File: config.mk
export PLATFORM = sky130hd
export DESIGN_NAME = supply_supervisor
export DESIGN_NICKNAME = d
export VERILOG_FILES = /design/src/rtl/supsv_pkg.sv /design/src/rtl/supsv_hyst_cmp.sv /design/src/rtl/supsv_rst_stretch.sv /design/src/rtl/supsv_edge_evt.sv /design/src/rtl/supply_supervisor.sv
export SDC_FILE = /design/constraint.sdc
export NUM_CORES = 1
export LEC_CHECK = 0
export CORE_ASPECT_RATIO = 1.1
export CORE_MARGIN = 3
export CORE_UTILIZATION = 50
export DETAILED_ROUTE_END_ITERATION = 10
export PLACE_DENSITY = 0.75
export SYNTH_ARGS = -nofsm -noshare
export SYNTH_HDL_FRONTEND = slang
export SYNTH_SLANG_ARGS = --single-unit
File: constraint.sdc
create_clock -name clk -period 4.8 [get_ports clk]
set_input_delay 1.44 -clock clk [delete_from_list [all_inputs] [get_ports clk]]
set_output_delay 1.44 -clock clk [all_outputs]
set_load 0.02 [all_outputs]
File: src/rtl/supsv_pkg.sv
package supsv_pkg;

   // Kind of transition seen on a registered low-supply flag.
   typedef enum logic [1:0] {
      EDGE_NONE        = 2'd0,
      EDGE_SUPPLY_FALL = 2'd1,
      EDGE_SUPPLY_RISE = 2'd2
   } edge_kind_e;

   // Trip level in millivolts for a given level code.
   function automatic int level_mv(input int base_mv, input int step_mv, input int code);
      return base_mv + step_mv * code;
   endfunction

endpackage

File: src/rtl/supsv_hyst_cmp.sv
// Registered comparator with hysteresis: low_q sets when level < thr_lo,
// clears when level >= thr_hi, and is forced clear while en is 0.
module supsv_hyst_cmp #(
   parameter int   VW           = 12,
   parameter logic LOW_AT_RESET = 1'b0
) (
   input  logic          clk,
   input  logic          rst_n,
   input  logic          en,
   input  logic [VW-1:0] level,
   input  logic [VW-1:0] thr_lo,
   input  logic [VW-1:0] thr_hi,
   output logic          low_q
);

   logic low_d;

   always_comb begin
      low_d = low_q;
      if (!en)
         low_d = 1'b0;
      else if (low_q && (level >= thr_hi))
         low_d = 1'b0;
      else if (!low_q && (level < thr_lo))
         low_d = 1'b1;
   end

   always_ff @(posedge clk or negedge rst_n) begin
      if (!rst_n)
         low_q <= LOW_AT_RESET;
      else
         low_q <= low_d;
   end

   // inside the band the state is held.
   a_r2_hold_low : assert property (@(posedge clk) disable iff (!rst_n)
      (en && low_q && (level < thr_hi)) |=> low_q);
   a_r6_hold_high : assert property (@(posedge clk) disable iff (!rst_n)
      (en && !low_q && (level >= thr_lo)) |=> !low_q);

endmodule

File: src/rtl/supsv_rst_stretch.sv
// Holds reset while the supply is low and for TEMPO cycles after it clears.
module supsv_rst_stretch #(
   parameter int TEMPO = 64
) (
   input  logic clk,
   input  logic rst_n,
   input  logic below,
   output logic rst_o
);

   generate
      if (TEMPO == 0) begin : g_direct
         assign rst_o = below;
      end else begin : g_count
         localparam int CW = $clog2(TEMPO + 1);
         localparam logic [CW-1:0] DONE = CW'(TEMPO);

         logic [CW-1:0] cnt;

         always_ff @(posedge clk or negedge rst_n) begin
            if (!rst_n)
               cnt <= '0;
            else if (below)
               cnt <= '0;
            else if (cnt != DONE)
               cnt <= cnt + 1'b1;
         end

         assign rst_o = below | (cnt != DONE);

         // a low supply restarts the count.
         a_r4_restart : assert property (@(posedge clk) disable iff (!rst_n)
            below |=> (cnt == '0));
      end
   endgenerate

endmodule

File: src/rtl/supsv_edge_evt.sv
// One-cycle event on direction-enabled transitions of the low-supply flag.
module supsv_edge_evt (
   input  logic clk,
   input  logic rst_n,
   input  logic en,
   input  logic flag,
   input  logic rise_en,
   input  logic fall_en,
   output logic evt
);
   import supsv_pkg::*;

   logic       prev_q;
   edge_kind_e kind;

   always_ff @(posedge clk or negedge rst_n) begin
      if (!rst_n)
         prev_q <= 1'b0;
      else
         prev_q <= en ? flag : 1'b0;
   end

   always_comb begin
      kind = EDGE_NONE;
      if (flag && !prev_q)
         kind = EDGE_SUPPLY_FALL;
      else if (!flag && prev_q)
         kind = EDGE_SUPPLY_RISE;
   end

   always_comb begin
      unique case (kind)
         EDGE_SUPPLY_FALL: evt = fall_en;
         EDGE_SUPPLY_RISE: evt = rise_en;
         default:          evt = 1'b0;
      endcase
   end

endmodule

File: src/rtl/supply_supervisor.sv
module supply_supervisor #(
   parameter int VW           = 12,
   parameter int POR_FALL_MV  = 1960,
   parameter int POR_HYST_MV  = 40,
   parameter int TEMPO_CYCLES = 64,
   parameter int LVL_W        = 3,
   parameter int PVD_BASE_MV  = 2200,
   parameter int PVD_STEP_MV  = 100,
   parameter int PVD_HYST_MV  = 100
) (
   input  logic             clk,
   input  logic             rst_n,
   input  logic [VW-1:0]    vdd_mv,
   input  logic             pvd_en,
   input  logic [LVL_W-1:0] pvd_lvl,
   input  logic             pvd_rise_en,
   input  logic             pvd_fall_en,
   output logic             supply_rst,
   output logic             pvd_out,
   output logic             pvd_evt
);
   import supsv_pkg::*;

   localparam int NLVL        = 1 << LVL_W;
   localparam int VMAX        = (1 << VW) - 1;
   localparam int POR_RISE_MV = POR_FALL_MV + POR_HYST_MV;
   localparam int PVD_TOP_MV  = level_mv(PVD_BASE_MV, PVD_STEP_MV, NLVL - 1) + PVD_HYST_MV;

   // Elaboration-time parameter checks.
   generate
      if (POR_HYST_MV <= 0 || PVD_HYST_MV <= 0) begin : g_bad_hyst
         $error("supply_supervisor: hysteresis widths must be positive");
      end
      if (POR_RISE_MV > VMAX || PVD_TOP_MV > VMAX) begin : g_bad_range
         $error("supply_supervisor: thresholds do not fit the supply code width");
      end
      if (TEMPO_CYCLES < 0 || LVL_W < 1) begin : g_bad_cfg
         $error("supply_supervisor: bad stretch length or level width");
      end
   endgenerate

   // Detector trip level table, one entry per level code.
   logic [VW-1:0] lvl_thr [NLVL];
   generate
      for (genvar g = 0; g < NLVL; g++) begin : g_lvl
         assign lvl_thr[g] = VW'(level_mv(PVD_BASE_MV, PVD_STEP_MV, g));
      end
   endgenerate

   logic [VW-1:0] pvd_thr_lo;
   logic [VW-1:0] pvd_thr_hi;
   logic          por_low;
   logic          pvd_low;

   assign pvd_thr_lo = lvl_thr[pvd_lvl];
   assign pvd_thr_hi = pvd_thr_lo + VW'(PVD_HYST_MV);

   supsv_hyst_cmp #(.VW(VW), .LOW_AT_RESET(1'b1)) u_por_cmp (
      .clk    (clk),
      .rst_n  (rst_n),
      .en     (1'b1),
      .level  (vdd_mv),
      .thr_lo (VW'(POR_FALL_MV)),
      .thr_hi (VW'(POR_RISE_MV)),
      .low_q  (por_low)
   );

   supsv_rst_stretch #(.TEMPO(TEMPO_CYCLES)) u_stretch (
      .clk   (clk),
      .rst_n (rst_n),
      .below (por_low),
      .rst_o (supply_rst)
   );

   supsv_hyst_cmp #(.VW(VW), .LOW_AT_RESET(1'b0)) u_pvd_cmp (
      .clk    (clk),
      .rst_n  (rst_n),
      .en     (pvd_en),
      .level  (vdd_mv),
      .thr_lo (pvd_thr_lo),
      .thr_hi (pvd_thr_hi),
      .low_q  (pvd_low)
   );

   supsv_edge_evt u_evt (
      .clk     (clk),
      .rst_n   (rst_n),
      .en      (pvd_en),
      .flag    (pvd_low),
      .rise_en (pvd_rise_en),
      .fall_en (pvd_fall_en),
      .evt     (pvd_evt)
   );

   assign pvd_out = pvd_low;

   a_r1_low_forces_reset : assert property (@(posedge clk) disable iff (!rst_n)
      (vdd_mv < VW'(POR_FALL_MV)) |=> supply_rst);

   a_r3_release_needs_supply : assert property (@(posedge clk) disable iff (!rst_n)
      $fell(supply_rst) |-> ($past(vdd_mv) >= VW'(POR_FALL_MV)));

   a_r5_below_sets_flag : assert property (@(posedge clk) disable iff (!rst_n)
      (pvd_en && (vdd_mv < pvd_thr_lo)) |=> pvd_out);

   a_r7_disabled_quiet : assert property (@(posedge clk) disable iff (!rst_n)
      !pvd_en |=> (!pvd_out && !pvd_evt));

   a_r8_fall_evt_gated : assert property (@(posedge clk) disable iff (!rst_n)
      (pvd_evt && pvd_out) |-> pvd_fall_en);

   a_r8_rise_evt_gated : assert property (@(posedge clk) disable iff (!rst_n)
      (pvd_evt && !pvd_out) |-> pvd_rise_en);

endmodule

# Word-level counts from Yosys, hierarchy flattened
# Memory sizes are Yosys's and may differ from the RTL's.
# Cells that the tools add are included.
# Widths: inputs -> output; s select.
# classes
n_addsub	2
n_mul	0
n_div	0
order_cmp	5
eq_ne	4
n_shift	0
muxes	13
n_bitwise	2
n_reduce_logical	11
# ops
cell	n
$mux 12	2
$mux 7	2
$add 12x7->12 const B	1
$ge 12x11->1 const B	1
$ge 12x12->1	1
$lt 12x11->1 const B	1
$lt 12x12->1	1
$add 7x1->7 const B	1
$ne 7x7->1 const B	1
$logic_and 1x1->1	6
$mux 1	6
$ge 4x4->1 const B	1
$mux 2	2
$not 3->4	1
$reduce_bool 2->1	2
$logic_not 1->1	3
$ne 3x1->1 const B	1
$eq 2x1->1 const B	1
$eq 2x2->1 const B	1
$pmux 1 s2	1
$or 1x1->1	1
# totals
reg_bits	10
latch_bits	0
ram_bits	0
mem_bits_ro	96
input_bits	20
output_inout_bits	3
word_cells	42
n_memories	1
# memory_table
memory	depth	width	rd	rd_clocked_by_memory_dff	write_ports	line	source
(name not given)	8	12	1	0	0	supply_supervisor.sv:55	assign pvd_thr_lo = lvl_thr[pvd_lvl];

# Longest topological paths before layout
# depth
ltp_word	9
mapped_depth	15
ltp_nobuf	14

# Hierarchy
# Synthesis repeated with hierarchy kept, for this count alone.
# unflattened
cells_unflattened	259
area_unflattened_um2	2047.0
# modules_own_cells
mod	n_inst	cells_each	area_each_um2	seq_area_each_um2
supsv_hyst_cmp (u_por_cmp)	1	81	610.6	26.3
supsv_hyst_cmp (u_pvd_cmp)	1	81	609.3	25.0
supsv_rst_stretch	1	41	385.4	175.2
supply_supervisor	1	48	366.6	0.0
supsv_edge_evt	1	8	75.1	25.0

# Least setup slack after synthesis
# Ideal clock, no wire load.
# synth_path
kind	input port to flip-flop
start	in pvd_lvl[2]
end	reg u_pvd_cmp.low_q
setup_ps	65
t_arrival_ps	3770
t_required_ps	4735
setup_slack_ps	965
path_stages	15
n_path_buf	1
cell_sequence	buf_6 inv_1 ha_1 or2_2 ha_1 nor2b_1 nor3_1 o21ai_0 nand2_1 xnor2_1 ha_1 nand4_1 o211ai_1 o31ai_1 o211a_1
# synth_via
elab_chain_cells	9
elab_cells_between_ends	12
cone_classes	add/sub: 1; order compare: 2; eq/ne: 1; mux: 4; bitwise: 1; reduce/logical: 2; memory: 1
# synth_lines
item	line	source
start, declared	supply_supervisor.sv:15	input logic [LVL_W-1:0] pvd_lvl,
$not 3->4 (implied by the code) *	supply_supervisor.sv:55	
$mem_v2 8x12 *	--	
$mux 12 (implied by the code) * (2 in a row)	supply_supervisor.sv:55	
$add 12x7->12	supply_supervisor.sv:56	assign pvd_thr_hi = pvd_thr_lo + VW'(PVD_HYST_MV);
$ge 12x12->1	supsv_hyst_cmp.sv:22	else if (low_q && (level >= thr_hi))
$logic_and 1x1->1	supsv_hyst_cmp.sv:22	
$mux 1	supsv_hyst_cmp.sv:22	
$mux 1	supsv_hyst_cmp.sv:20	if (!en)
end signal, assigned	supsv_hyst_cmp.sv:32	low_q <= low_d;
end, declared	supsv_hyst_cmp.sv:13	output logic low_q
# Every way passes the cells marked *; elsewhere a longest branch is shown, timed or not. The select of a mux whose other input is x is not followed.
# A chain may end at the register's enable or synchronous reset.

# Worst setup path after layout
# layout_path
start	in pvd_lvl[1]
end	reg u_pvd_cmp.low_q
# The elaborated chain is that of the path after synthesis.

==> out/qor.csv <==
metric;value;unit
multiInputGateArea;858.3;um^2
synthesis.area;1174;um^2
synthCells;140;
yosys_register_bits;10;
finalMaxSlewViolations;0;
final_common_cell;ha_1;
layout_setup_ws;0.4848;ns
n_antenna_cell;0;
cap_violations;0;
critPathMaxFanout;5;
start_kind;primary input;
cts_made_buffers;3;
final_cells;195;
setup_viol;0;
fillers;176;
area.growth.synth_to_final;25.48;%
cts_tree;built;
yosysSeqAreaShare;0.2143;
fin_crit_sh;0.8990;
nets;214;
grt_max_degree;11;
drive_above_1_share;0.07186;
place_area;1436;um^2
grt_pass1_wl;4781;um
total_leakage_power;0.6847;nW
io_pins;23;
drtIter0Drc;30;
timing.fmax;231.7;MHz
hold_viol_final;0;
crit_type;primary input to flop;
routedWlPerCell;14.02;um
antenna_found_initial;0;
syn_area_per_cell;8.383;um^2
worst_pin_slew;0.4677;ns
clkSlewWorstSetupHoldPaths;0.08;ns
seqCellArea;251.5;um^2
cts_setup_buffers;0;
required;5.02;ns
layout_common_cells;ha_1, clkdlybuf4s50_1, nor2_1, inv_1, nand2_1;
drc;0;
pre_cts_ws;0.2152;ns
min_period;4.315;ns
yosysTopAreaCell;ha_1;
die-width;52.20;um
gp_congestion;0.8773;
irDropWorstVdd;0.09895;mV
track_usage;0.2087;
initial_core_util;0.5573;
root_buffer;clkbuf_4;
max_slew_margin;0.6872;
rows;17;
synthArstFlopShare;1.000;
cts_resized;0;
htree_levels;1;
yosys_warnings;0;
portBuffers;22;
ys.flop_type;dfrtp_1;
vias_per_cell;5.754;
totalWireLength;2733;um
hp-class;flop to flop;
fin_util;0.6993;
skew;0.004812;ns
end_kind;flop;
ctsHoldBuffers;0;
core;2106;um^2
synth-edff-count;0;
tns;0;ns
synth_nets;186;
arrival;4.53;ns
ys_types;35;
die_area;2965;um^2
synth_top_area_frac;0.2772;
grt_pass1_vias;1160;
detailed_place_hpwl;2273;um
cts_sinks;10;
vias;1122;
dp_cells;191;
grt_remaining_overflow;0;
antenna_left;0;
power.density;193.2;nW/um^2
synth_area_leaders;ha_1, dfrtp_1, nor2_1;
status;finished clean;
die_h;56.81;um
clockBufferDepth;2;
finalInstanceArea;1473;um^2
clk_latency;0.28;ns
dr.pass1.iters;4;
rsz0062_at_grt;no;
Yosys cell counts (2+ instances only):
| master | instances |
|---|---|
| xnor2_1 | 6 |
| or2_2 | 2 |
| nand2_1 | 10 |
| ha_1 | 26 |
| a221oi_1 | 2 |
| a21oi_1 | 6 |
| xor2_1 | 5 |
| nand4_1 | 3 |
| nand3_1 | 3 |
| nor3_1 | 6 |
| dfrtp_1 | 9 |
| inv_1 | 13 |
| o21ai_0 | 8 |
| nor2_1 | 15 |
| nor2b_1 | 6 |
state kept, by name, indices dropped and copies added, names as in the netlist:
register / cells
u_pvd_cmp.low_q: 1
u_por_cmp.low_q: 1
u_evt.prev_q: 1
u_stretch.g_count.cnt: 7
metal layers:
metal  vias up  wire (um)  track usage
met5         -          0            0
li1        546          -            -
met4         0         71      0.09854
met1       537       1134       0.2331
met3         9         95      0.01592
met2        30       1431       0.3842
kinds of logic after synthesis:
group | count (synthesis) | share of synthesized area
adders and majority gates | 26 | 0.2772
muxes | 1 | 0.008529
buffers and inverters | 15 | 0.05437
xor gates and xnor gates | 11 | 0.08209
AOI/OAI and AO/OA | 27 | 0.1514
and+or+nand+nor | 50 | 0.2122
DFF | 10 | 0.2143
power by group:
| group | switching [mW] | internal, mW |
|---|---|---|
| clock | 0.0340 | 0.0462 |
| sequential | 0.00591 | 0.0889 |
| combinational | 0.0551 | 0.0544 |
| total | 0.0950 | 0.189 |
worst max-delay path, cell delays in order:
cell	delay, ns
clkdlybuf4s50_1	0.54
inv_1	0.13
ha_1	0.26
or2_2	0.30
ha_1	0.21
nor2b_1	0.13
nor3_1	0.29
o21ai_0	0.13
nand2_1	0.08
xnor2_1	0.12
ha_1	0.27
nand4_1	0.12
o211ai_1	0.12
o31ai_1	0.21
o211a_1	0.18
worst paths after layout:
path	slack (ns)	cells after the start	endpoint	from
worst max register to register	3.50	5	u_stretch.g_count.cnt[1]$_DFFE_PN0P_	u_stretch.g_count.cnt[3]$_DFFE_PN0P_
worst max-delay path	0.48	15	u_pvd_cmp.low_q$_DFFE_PN0P_	pvd_lvl[1]
worst min-delay path	0.57	1	u_stretch.g_count.cnt[5]$_DFFE_PN0P_	u_por_cmp.low_q$_DFFE_PN1P_
max in group asynchronous	2.97	1	u_por_cmp.low_q$_DFFE_PN1P_	rst_n
worst min register to register	0.57	1	u_stretch.g_count.cnt[5]$_DFFE_PN0P_	u_por_cmp.low_q$_DFFE_PN1P_
min in group asynchronous	1.48	1	u_stretch.g_count.cnt[4]$_DFFE_PN0P_	rst_n
per-stage QoR:
step	total power, mW	hold slack, ns
6_report	0.2845	0.5705
2_1_floorplan	0.1619	0.5022
3_3_place_gp	0.2000	0.5288
3_5_place_dp	0.2062	0.5539
5_1_grt	0.3050	0.5951
4_1_cts	0.2866	0.5642
layout make-up:
cell class,count,area share
multi-input cells,115,0.5828
flip-flops and latches,10,0.1708
repair buffers,25,0.1648
inverters,13,0.03314
clock buffers,4,0.02464
well taps,28,0.02379
Power figures use the tool's default switching activity.
